File: config.mk
export PLATFORM = sky130hd
export DESIGN_NAME = eeprom_ctl_unit
export DESIGN_NICKNAME = d
export VERILOG_FILES = /design/src/rtl/eeprom_ctl_pkg.sv /design/src/rtl/ee_unlock_seq.sv /design/src/rtl/ee_op_fsm.sv /design/src/rtl/ee_byte_array.sv /design/src/rtl/eeprom_ctl_unit.sv
export SDC_FILE = /design/constraint.sdc
export NUM_CORES = 1
export LEC_CHECK = 0
export BUFFER_PORTS_ARGS = -buffer_cell sky130_fd_sc_hd__buf_2
export CAP_MARGIN = 15
export CORE_MARGIN = 5
export CORE_UTILIZATION = 40
export CTS_CLUSTER_SIZE = 20
export DETAILED_ROUTE_END_ITERATION = 7
export SYNTH_ARGS = -nofsm -noshare
export SYNTH_HDL_FRONTEND = slang
export SYNTH_SLANG_ARGS = --single-unit
File: constraint.sdc
create_clock -name clk -period 2.35 [get_ports clk]
set_input_delay 0.47 -clock clk [delete_from_list [all_inputs] [get_ports clk]]
set_output_delay 0.47 -clock clk [all_outputs]
set_load 0.05 [all_outputs]
File: src/rtl/eeprom_ctl_pkg.sv
package eeprom_ctl_pkg;

    typedef enum logic [1:0] {
        OP_IDLE  = 2'd0,
        OP_READ  = 2'd1,
        OP_WRITE = 2'd2
    } op_state_t;

    typedef enum logic [1:0] {
        UL_IDLE  = 2'd0,
        UL_GOT55 = 2'd1,
        UL_ARMED = 2'd2
    } unl_state_t;

    localparam logic [1:0] REG_CTRL = 2'd0;
    localparam logic [1:0] REG_ADDR = 2'd1;
    localparam logic [1:0] REG_DATA = 2'd2;
    localparam logic [1:0] REG_UNLK = 2'd3;

    localparam logic [7:0] UNLK_KEY1 = 8'h55;
    localparam logic [7:0] UNLK_KEY2 = 8'hAA;

    localparam int CTL_RD  = 0;
    localparam int CTL_WR  = 1;
    localparam int CTL_WEN = 2;
    localparam int CTL_ERR = 3;

endpackage

File: src/rtl/ee_unlock_seq.sv
module ee_unlock_seq
    import eeprom_ctl_pkg::*;
(
    input  logic       clk,
    input  logic       clr,
    input  logic       we,
    input  logic [1:0] addr,
    input  logic [7:0] wdata,
    output logic       armed
);

    unl_state_t state_q, state_d;

    always_ff @(posedge clk) begin
        if (clr) state_q <= UL_IDLE;
        else     state_q <= state_d;
    end

    always_comb begin
        state_d = state_q;
        if (we) begin
            if (addr == REG_UNLK && wdata == UNLK_KEY1)
                state_d = UL_GOT55;
            else if (addr == REG_UNLK && wdata == UNLK_KEY2 && state_q == UL_GOT55)
                state_d = UL_ARMED;
            else
                state_d = UL_IDLE;
        end
    end

    always_comb begin
        unique case (state_q)
            UL_ARMED: armed = 1'b1;
            default:  armed = 1'b0;
        endcase
    end

endmodule

File: src/rtl/ee_op_fsm.sv
module ee_op_fsm
    import eeprom_ctl_pkg::*;
#(
    parameter int WR_CYCLES = 16
) (
    input  logic clk,
    input  logic por_n,
    input  logic warm,
    input  logic start_rd,
    input  logic start_wr,
    output logic rd_act,
    output logic busy,
    output logic commit
);

    localparam int CW = (WR_CYCLES > 2) ? $clog2(WR_CYCLES) : 1;
    localparam logic [CW-1:0] LAST = CW'(WR_CYCLES - 1);

    op_state_t      state_q, state_d;
    logic [CW-1:0]  cnt_q;
    logic           at_last;

    assign at_last = (cnt_q == LAST);

    always_ff @(posedge clk) begin
        if (!por_n || warm) begin
            state_q <= OP_IDLE;
            cnt_q   <= '0;
        end else begin
            state_q <= state_d;
            if (state_q == OP_WRITE && !at_last) cnt_q <= cnt_q + 1'b1;
            else                                 cnt_q <= '0;
        end
    end

    always_comb begin
        state_d = state_q;
        unique case (state_q)
            OP_IDLE: begin
                if (start_wr)      state_d = OP_WRITE;
                else if (start_rd) state_d = OP_READ;
            end
            OP_READ:  state_d = OP_IDLE;
            OP_WRITE: if (at_last) state_d = OP_IDLE;
            default:  state_d = OP_IDLE;
        endcase
    end

    always_comb begin
        rd_act = 1'b0;
        busy   = 1'b0;
        commit = 1'b0;
        unique case (state_q)
            OP_READ:  rd_act = 1'b1;
            OP_WRITE: begin
                busy   = 1'b1;
                commit = at_last && !warm && por_n;
            end
            default: ;
        endcase
    end

endmodule

File: src/rtl/ee_byte_array.sv
module ee_byte_array #(
    parameter int DEPTH = 16,
    parameter int AW    = 4
) (
    input  logic          clk,
    input  logic          we,
    input  logic [AW-1:0] waddr,
    input  logic [7:0]    wdata,
    input  logic [AW-1:0] raddr,
    output logic [7:0]    rdata
);

    logic [7:0] cells [DEPTH];

    always_ff @(posedge clk) begin
        if (we) cells[waddr] <= wdata;
    end

    assign rdata = cells[raddr];

endmodule

File: src/rtl/eeprom_ctl_unit.sv
module eeprom_ctl_unit
    import eeprom_ctl_pkg::*;
#(
    parameter int DEPTH     = 16,
    parameter int WR_CYCLES = 16
) (
    input  logic       clk,
    input  logic       por_n,
    input  logic       ext_rst_n,
    input  logic       wdt_rst_n,
    input  logic [1:0] bus_addr,
    input  logic [7:0] bus_wdata,
    input  logic       bus_we,
    input  logic       bus_re,
    output logic [7:0] bus_rdata,
    input  logic       wdone_clr,
    output logic       wdone
);

    localparam int AW = (DEPTH > 2) ? $clog2(DEPTH) : 1;

    logic          warm_rst;
    logic          armed, rd_act, busy, commit;
    logic          start_rd, start_wr;
    logic          err_q, wen_q, done_q;
    logic [AW-1:0] addr_q;
    logic [7:0]    data_q, arr_rdata;
    logic          ctl_we;

    assign warm_rst = !ext_rst_n || !wdt_rst_n;
    assign ctl_we   = bus_we && bus_addr == REG_CTRL;
    assign start_wr = ctl_we && bus_wdata[CTL_WR] && wen_q && armed && !busy && !rd_act;
    assign start_rd = ctl_we && bus_wdata[CTL_RD] && !busy && !rd_act && !start_wr;

    ee_unlock_seq u_unlock (
        .clk   (clk),
        .clr   (!por_n || warm_rst),
        .we    (bus_we),
        .addr  (bus_addr),
        .wdata (bus_wdata),
        .armed (armed)
    );

    ee_op_fsm #(.WR_CYCLES(WR_CYCLES)) u_fsm (
        .clk      (clk),
        .por_n    (por_n),
        .warm     (warm_rst),
        .start_rd (start_rd && !warm_rst),
        .start_wr (start_wr && !warm_rst),
        .rd_act   (rd_act),
        .busy     (busy),
        .commit   (commit)
    );

    ee_byte_array #(.DEPTH(DEPTH), .AW(AW)) u_array (
        .clk   (clk),
        .we    (commit),
        .waddr (addr_q),
        .wdata (data_q),
        .raddr (addr_q),
        .rdata (arr_rdata)
    );

    always_ff @(posedge clk) begin
        if (!por_n) begin
            err_q  <= 1'b0;
            wen_q  <= 1'b0;
            done_q <= 1'b0;
            addr_q <= '0;
            data_q <= '0;
        end else if (warm_rst) begin
            wen_q <= 1'b0;
            if (busy) err_q <= 1'b1;
            if (wdone_clr) done_q <= 1'b0;
        end else begin
            if (ctl_we) begin
                err_q <= bus_wdata[CTL_ERR];
                wen_q <= bus_wdata[CTL_WEN];
            end
            if (commit)         done_q <= 1'b1;
            else if (wdone_clr) done_q <= 1'b0;
            if (bus_we && bus_addr == REG_ADDR && !busy)
                addr_q <= bus_wdata[AW-1:0];
            if (rd_act)
                data_q <= arr_rdata;
            else if (bus_we && bus_addr == REG_DATA && !busy)
                data_q <= bus_wdata;
        end
    end

    always_comb begin
        bus_rdata = 8'h00;
        if (bus_re) begin
            unique case (bus_addr)
                REG_CTRL: bus_rdata = {4'b0000, err_q, wen_q, busy, rd_act};
                REG_ADDR: bus_rdata = 8'(addr_q);
                REG_DATA: bus_rdata = data_q;
                REG_UNLK: bus_rdata = 8'h00;
                default:  bus_rdata = 8'h00;
            endcase
        end
    end

    assign wdone = done_q;

endmodule

==> impl_metrics.toml, run 1 <==
[power_and_ir_drop]
p_per_area_mw_per_mm2 = 785
intPower_w = 0.00487
clock_power_share = 0.482
power_leakage_nw = 2.58
combPwrFrac = 0.023
sequentialPowerShare = 0.495
vdd_drop_max_v = 0.000581
swShare = 0.185
p_sw_w = 0.00110

[setup_path]
critPathTopFamily = "flip-flops"
worstPathRequired_ps = 1880
reg2reg_slack_ps = 200
cp-start-kind = "flop"
crit_path_end = "bus_rdata[0]"
path_class = "flop to output port"
crit_fanout = 7
worstReg2RegEnd = "u_array.cells[0][2]"
cpPeakStageDelay_ps = 450
worst_r2r_path_depth = 6
crit_cells = 5
cp_slowest_cell = "dfxtp_1"
r2r-start = "u_fsm.cnt_q[0]"
endpoint_kind = "output port"
path_cells = "nand2b_1 > o21a_1 > o21ai_0 > and2_1 > buf_2"
critPathLaunch = "u_fsm.state_q[0]"
cp.buffers_inverters = 1
worstPathArrival_ps = 1720

[global_route]
grt_overflow = 0
grt_max_degree = 34
antenna_found_initial = 0
grt_pass1_wl_um = 21500
grt_pass1_vias = 3833
grtUsageTotal = 0.158

[logic_synthesis]
syn_area_mm2 = 0.00641
synth_top_area_cell = "edfxtp_1"
synth_fp_nets = 438
synth_warnings = 0
synthArstFlopShare = 0
ys_seq_elements = 155
synth_edf_count = 128
synth_cell_type_count = 45
yosysTopAreaCellShare = 0.599
synth-main-ff-cell = "edfxtp_1"
syn_inst = 420
synth-seq-area-share = 0.684
syn-mean-instance-area_um2 = 15.3
synth_area_leaders = "edfxtp_1 (60%), dfxtp_1 (8.4%), mux2i_1 (5.9%)"

[final_layout]
diodes = 0
drive_above_1_share = 0.207
syn_to_final_growth_pct = 18.7
fill_cells = 1347
fin_nets = 492
multi_input_area_mm2 = 0.00188
regArea_mm2 = 0.00439

[placed_design]
gp_congestion = 0.862
port_buffers = 25
dp_hpwl_um = 9320
dp_worst_setup_slack_ps = 210

[floorplanning]
die_h_um = 137
rows = 46
die_area_mm2 = 0.0187
initial_core_util = 0.405
io_pins = 26
dieWidth_um = 137
fp.coreArea_mm2 = 0.0158

[route]
post-route-drc-count = 0
drt_first_pass_iters = 5
drt-total-wl_um = 13800
vias = 3771
wl_per_cell_um = 19.6
vias_per_cell = 5.36
drt_iter0_drc = 263
antenna_left = 0

[timing]
slew_viol_final = 0
relSlewSlack = 0.623
worstMarginPinSlew_ps = 564
skew_ps = 14.3
setup-tns-final_ps = 0
grt_setup_unrepaired = "no"
max_clock_freq_ghz = 0.457
worst_slack_ps = 163
hold_violations = 0
period_needed_ps = 2190
setup_viol = 0
period_share = 0.930

[cts]
cts_buffer_depth = 2
worstSkewPairLatency_ps = 420
cts.sinks = 155
cts_htree_levels = 4
cts_tree = "built"
cts-root-buf = "clkbuf_16"
clkTransAtPathRegs_ps = 60
cts_made_buffers = 17
cts_hold_buf = 0

[job]
cap_violations = 0

[min_path]
holdCritStartpoint = "bus_wdata[0]"
hp-class = "input port to flop"

[run_status]
run_status = "finished clean"
-- area by class of cell --
class	count	area share
repair buffers	59	0.0536
multi-input cells	231	0.247
flip-flops and latches	155	0.576
clock buffers	19	0.0569
clock inverters	13	0.0258
inverters	10	0.00493
well taps	216	0.0355
-- worst min path at each step --
stage	to	cells after the start
after floorplan	u_fsm.cnt_q[0]	1
after global placement	u_fsm.cnt_q[0]	1
after detailed placement	u_fsm.cnt_q[0]	1
after CTS	u_fsm.state_q[0]	3
after global routing	wdone	3
final	u_fsm.state_q[0]	3
-- placed cells by master, fill, tap and decap left out, types with 10 or more instances in the layout --
cell type / n
nand3_1: 13
clkbuf_16: 17
buf_4: 32
mux2i_1: 38
dfxtp_1: 26
nand2_1: 20
buf_2: 24
o211ai_1: 14
nor2_1: 23
edfxtp_1: 128
a22oi_1: 15
inv_1: 10
-- worst min-delay path, cell delays in order --
cell and delay, ps:
buf_2 140, nand2_1 60, nor4_1 40
-- metal layers --
layer | GRT usage | vias up | share of wire
li1 | - | 1758 | -
met5 | 0 | - | 0
met3 | 0.0346 | 25 | 0.052
met1 | 0.210 | 1880 | 0.43
met4 | 0.0745 | 0 | 0.026
met2 | 0.249 | 108 | 0.49
-- metrics by stage --
stage	instance area, um^2	instances	util	hold WS, ps	power, W
global route	7610	703	0.481	356	0.00615
finish	7610	703	0.481	338	0.00598
detailed placement	6980	671	0.441	448	0.00315
floorplan	6410	420	-	417	0.00309
CTS	7600	703	0.480	322	0.00602
global placement	6980	671	0.441	429	0.00315
-- power groups by stage --
| stage | Clock, W | Sequential [W] | Combinational (W) |
|---|---|---|---|
| final | 0.00288 | 0.00296 | 0.000138 |
| after global placement | 0 | 0.00301 | 0.000135 |
| after CTS | 0.00293 | 0.00296 | 0.000137 |
| after global routing | 0.00305 | 0.00295 | 0.000149 |
| after detailed placement | 0 | 0.00301 | 0.000136 |
| after floorplan | 0 | 0.00302 | 0.0000720 |
-- registers in the layout, summed over array words and instances (netlist names), named ones only --
name and flops:
u_unlock.state_q 2, addr_q 4, wdone 1, u_array.cells 128, err_q 1, u_fsm.state_q 2
wen_q 1, u_fsm.cnt_q 4, data_q 8
-- logic make-up after synthesis --
logic type,after synthesis,synth area share
DFF,155,0.684
and+or+nand+nor,105,0.0853
AOI/OAI and AO/OA,64,0.0700
muxes,57,0.130
buffers and inverters,34,0.0236
adders and majority gates,3,0.00507
xor gates and xnor gates,2,0.00273
-- cells in the mapped netlist (2+ instances only) --
library cell / n
edfxtp_1: 128
mux2i_1: 38
dfxtp_1: 27
nor2_1: 23
nand2_1: 20
a22oi_1: 15
clkbuf_1: 14
o211ai_1: 14
nand3_1: 13
inv_1: 10
nor2b_1: 10
a21oi_1: 9
mux4_1: 9
mux4_2: 9
a31oi_1: 8
a22o_1: 7
buf_2: 7
nor3_1: 7
and2_1: 5
and3_1: 5
nand2b_1: 5
o21ai_0: 5
nand3b_1: 3
nor4_1: 3
maj3_1: 2
nand4_1: 2
o21a_1: 2
o31ai_1: 2
or4_1: 2
-- repair_timing --
action | CTS | global route
buffers inserted | 0 | 0
gates resized for setup | 0 | 2
setup endpoints to repair | 0 | 1
hold endpoints to repair | 0 | 0
Power figures use the tool's default switching activity.
==> inputs of run 2 (changes only) <==
--- a/config.mk
+++ b/config.mk
@@ -5,12 +5,12 @@
 export SDC_FILE = /design/constraint.sdc
 export NUM_CORES = 1
 export LEC_CHECK = 0
-export BUFFER_PORTS_ARGS = -buffer_cell sky130_fd_sc_hd__buf_2
 export CAP_MARGIN = 15
 export CORE_MARGIN = 5
 export CORE_UTILIZATION = 40
 export CTS_CLUSTER_SIZE = 20
 export DETAILED_ROUTE_END_ITERATION = 7
+export DONT_BUFFER_PORTS = 1
 export SYNTH_ARGS = -nofsm -noshare
 export SYNTH_HDL_FRONTEND = slang
 export SYNTH_SLANG_ARGS = --single-unit
==> impl_metrics.toml, run 2 (synthesized netlist as in run 1, its figures left out) <==
[cts]
worstSkewPairLatency_ps = 420
cts.sinks = 155
cts_hold_buf = 0
cts-root-buf = "clkbuf_16"
cts_setup_buffers = 0
cts_tree = "built"
cts_buffer_depth = 2
cts_htree_levels = 4
cts_resized = 1
cts_made_buffers = 17
clkTransAtPathRegs_ps = 60

[timing]
slew_viol_final = 0
grt_setup_unrepaired = "no"
period_share = 0.925
relSlewSlack = 0.637
period_needed_ps = 2170
worst_slack_ps = 176
setup-tns-final_ps = 0
skew_ps = 8.15
max_clock_freq_ghz = 0.460
setup_viol = 0
hold_violations = 0
worstMarginPinSlew_ps = 543

[final_layout]
mostFrequentLayoutCells = "edfxtp_1 (128), mux2i_1 (38), buf_4 (33)"
diodes = 0
largest_reg_flops = 128
layout_commonest_cell = "edfxtp_1"
syn_to_final_growth_pct = 15.5
largestRegisters = "u_array.cells (128), data_q (8)"
finalCoreUtilization = 0.468
largest_register = "u_array.cells"
drive_above_1_share = 0.166
fin_nets = 468

[global_route]
antenna_found_initial = 0
grt_overflow = 0
grt_pass1_vias = 3735
grt_max_degree = 23
grtUsageTotal = 0.160
grt_pass1_wl_um = 21600

[floorplanning]
die_area_mm2 = 0.0187
dieWidth_um = 137
rows = 46
io_pins = 26
die_h_um = 137
fp.coreArea_mm2 = 0.0158
initial_core_util = 0.405

[route]
post-route-drc-count = 0
drt-total-wl_um = 14000
antenna_left = 0
vias = 3634
vias_per_cell = 5.35
drt_iter0_drc = 213
drt_first_pass_iters = 5
wl_per_cell_um = 20.7

[power_and_ir_drop]
vdd_drop_max_v = 0.000451
power_leakage_nw = 2.42
p_per_area_mw_per_mm2 = 752

[setup_path]
cp_slowest_cell = "dfxtp_1"
crit_fanout = 7
path_cells = "nand2b_1 > o21a_1 > o21ai_0 > and2_1 > buf_4"
endpoint_kind = "output port"
reg2reg_slack_ps = 190
cp-start-kind = "flop"
worstPathRequired_ps = 1880
path_class = "flop to output port"
cpPeakStageDelay_ps = 490
worstPathArrival_ps = 1700

[run_status]
run_status = "finished clean"

[job]
cap_violations = 0

[placed_design]
dp_worst_setup_slack_ps = 225
dp_hpwl_um = 9260
port_buffers = 0
gp_congestion = 0.858

[min_path]
hp-class = "input port to flop"
[run 2: through the flow]
step,cell area [um^2],cells,total power [W],hold WS [ps]
finish,7410,679,0.00557,182
CTS,7400,679,0.00560,166
global placement,6860,647,0.00311,429
detailed placement,6860,647,0.00312,441
floorplan,6410,420,0.00309,417
global route,7410,679,0.00575,172
[run 2: critical path, delay by kind of cell (launching register included)]
kind / cells / cell delay, ps
flops: 1 / 490
compound gates: 2 / 320
simple gates: 2 / 280
buf+inv: 1 / 190
[run 2: worst paths after layout]
check,from,end,cells after the start
max reg2reg,u_fsm.cnt_q[0],u_array.cells[0][3],6
max,u_fsm.state_q[0],bus_rdata[0],5
min reg2reg,u_fsm.cnt_q[0],u_fsm.cnt_q[0],1
min,por_n,err_q,2
[run 2: final cells by class]
| cell class | instances | area, um^2 |
|---|---|---|
| multi-input cells | 231 | 1890 |
| well taps | 216 | 270 |
| fillers | 1389 | 8420 |
| repair buffers | 35 | 288 |
| clock buffers | 23 | 448 |
| clock inverters | 9 | 92.6 |
| flip-flops and latches | 155 | 4390 |
| inverters | 10 | 37.5 |
[run 2: report_power, final]
part,switching [W],internal (W)
sequential,0.00000761,0.00295
clock,0.00105,0.00146
combinational,0.0000617,0.0000391
total,0.00112,0.00445
[run 2: metal layers]
metal,part of all wire,wire (um),vias up,global-route usage
li1,-,-,1705,-
met1,0.44,6230,1843,0.206
met2,0.51,7120,66,0.266
met3,0.032,452,20,0.0353
met4,0.017,235,0,0.0605
met5,0,0,-,0
==> inputs of run 3 (changes only) <==
--- a/config.mk
+++ b/config.mk
@@ -11,6 +11,8 @@
 export CTS_CLUSTER_SIZE = 20
 export DETAILED_ROUTE_END_ITERATION = 7
 export DONT_BUFFER_PORTS = 1
+export RECOVER_POWER = 100
+export SKIP_CTS_REPAIR_TIMING = 1
 export SYNTH_ARGS = -nofsm -noshare
 export SYNTH_HDL_FRONTEND = slang
 export SYNTH_SLANG_ARGS = --single-unit
==> impl_metrics.toml, run 3 (synthesized netlist as in run 1, its figures left out) <==
[cts]
cts.sinks = 155
cts-root-buf = "clkbuf_16"
cts_htree_levels = 4
worstSkewPairLatency_ps = 420
cts_buffer_depth = 2
cts_made_buffers = 17
clkTransAtPathRegs_ps = 60
cts_tree = "built"

[setup_path]
crit_fanout = 7
worst_r2r_path_depth = 7
crit_path_end = "bus_rdata[0]"
cp.buffers_inverters = 1
reg2reg_slack_ps = 170
path_cells = "nand2b_1 > o21a_1 > o21ai_0 > and2_1 > buf_2"
cp_slowest_cell = "dfxtp_1"
critPathLaunch = "u_fsm.state_q[0]"
r2r-start = "u_fsm.cnt_q[0]"
worstPathRequired_ps = 1880
cp-start-kind = "flop"
endpoint_kind = "output port"
critPathTopFamily = "flip-flops"
crit_cells = 5
worstPathArrival_ps = 1760
path_class = "flop to output port"
cpPeakStageDelay_ps = 490
worstReg2RegEnd = "u_array.cells[9][5]"

[global_route]
antenna_found_initial = 0
grt_overflow = 0
grtUsageTotal = 0.160
grt_pass1_wl_um = 21600
grt_max_degree = 23
grt_pass1_vias = 3735

[route]
antenna_left = 0
drt_iter0_drc = 260
drt-total-wl_um = 14100
wl_per_cell_um = 20.8
vias_per_cell = 5.34
drt_first_pass_iters = 5
vias = 3627
post-route-drc-count = 0

[floorplanning]
io_pins = 26
die_area_mm2 = 0.0187
fp.coreArea_mm2 = 0.0158
die_h_um = 137
dieWidth_um = 137
rows = 46
initial_core_util = 0.405

[final_layout]
fin_nets = 468
fin_cells = 679
finalCoreUtilization = 0.464
largest_register = "u_array.cells"
largestRegisters = "u_array.cells (128), data_q (8)"
syn_to_final_growth_pct = 14.4
drive_above_1_share = 0.147
diodes = 0
mostFrequentLayoutCells = "edfxtp_1 (128), mux2i_1 (38), dfxtp_1 (26)"
largest_reg_flops = 128
layout_commonest_cell = "edfxtp_1"

[timing]
setup_viol = 0
setup-tns-final_ps = 0
relSlewSlack = 0.310
skew_ps = 8.04
max_clock_freq_ghz = 0.448
slew_viol_final = 0
period_needed_ps = 2230
worstMarginPinSlew_ps = 1030
period_share = 0.949
hold_violations = 0
whs_ps = 178
grt_setup_unrepaired = "no"

[min_path]
min_path_cells = 2
hp-class = "input port to flop"

[placed_design]
place_inst = 647
port_buffers = 0
gp_congestion = 0.858
dp_hpwl_um = 9260

[power_and_ir_drop]
swShare = 0.202
p_total_w = 0.00557
sequentialPowerShare = 0.531
combPwrFrac = 0.017
vdd_drop_max_v = 0.000452
p_per_area_mw_per_mm2 = 760
clock_power_share = 0.452
p_sw_w = 0.00113
power_leakage_nw = 2.38
intPower_w = 0.00445

[job]
cap_violations = 0

[run_status]
run_status = "finished clean"
==> run 3: worst min path at each step <==
stage / from / to / slack [ps]
after floorplan: u_fsm.cnt_q[0] / u_fsm.cnt_q[0] / 420
after global placement: u_fsm.cnt_q[0] / u_fsm.cnt_q[0] / 430
after detailed placement: u_fsm.cnt_q[0] / u_fsm.cnt_q[0] / 440
after CTS: por_n / err_q / 170
after global routing: por_n / err_q / 170
final: por_n / err_q / 180
==> run 3: cell type report <==
| type | count | area (um^2) |
|---|---|---|
| clock inverters | 9 | 92.6 |
| clock buffers | 23 | 448 |
| multi-input cells | 231 | 1890 |
| fillers | 1400 | 8490 |
| well taps | 216 | 270 |
| repair buffers | 35 | 219 |
| inverters | 10 | 37.5 |
| flip-flops and latches | 155 | 4390 |
==> run 3: metrics by stage <==
step | cell area (um^2) | setup slack [ps]
2_1_floorplan | 6410 | 10.3
3_3_place_gp | 6860 | 232
3_5_place_dp | 6860 | 225
4_1_cts | 7400 | -106
5_1_grt | 7340 | 29.6
6_report | 7340 | 119
==> run 3: per-layer routing <==
| layer | vias up | global-route usage | wire length, um | part of all wire |
|---|---|---|---|---|
| met5 | - | 0 | 0 | 0 |
| met4 | 0 | 0.0605 | 225 | 0.016 |
| met3 | 17 | 0.0353 | 553 | 0.039 |
| met2 | 67 | 0.266 | 7100 | 0.50 |
| met1 | 1840 | 0.206 | 6230 | 0.44 |
| li1 | 1703 | - | - | - |
==> run 3: power groups by stage <==
stage                     sequential (W)  combinational [W]  clock, W
after floorplan                  0.00302          0.0000720         0
after global placement           0.00302          0.0000992         0
after detailed placement         0.00302           0.000100         0
after CTS                        0.00296           0.000101   0.00254
after global routing             0.00296           0.000106   0.00268
final                            0.00296          0.0000975   0.00252
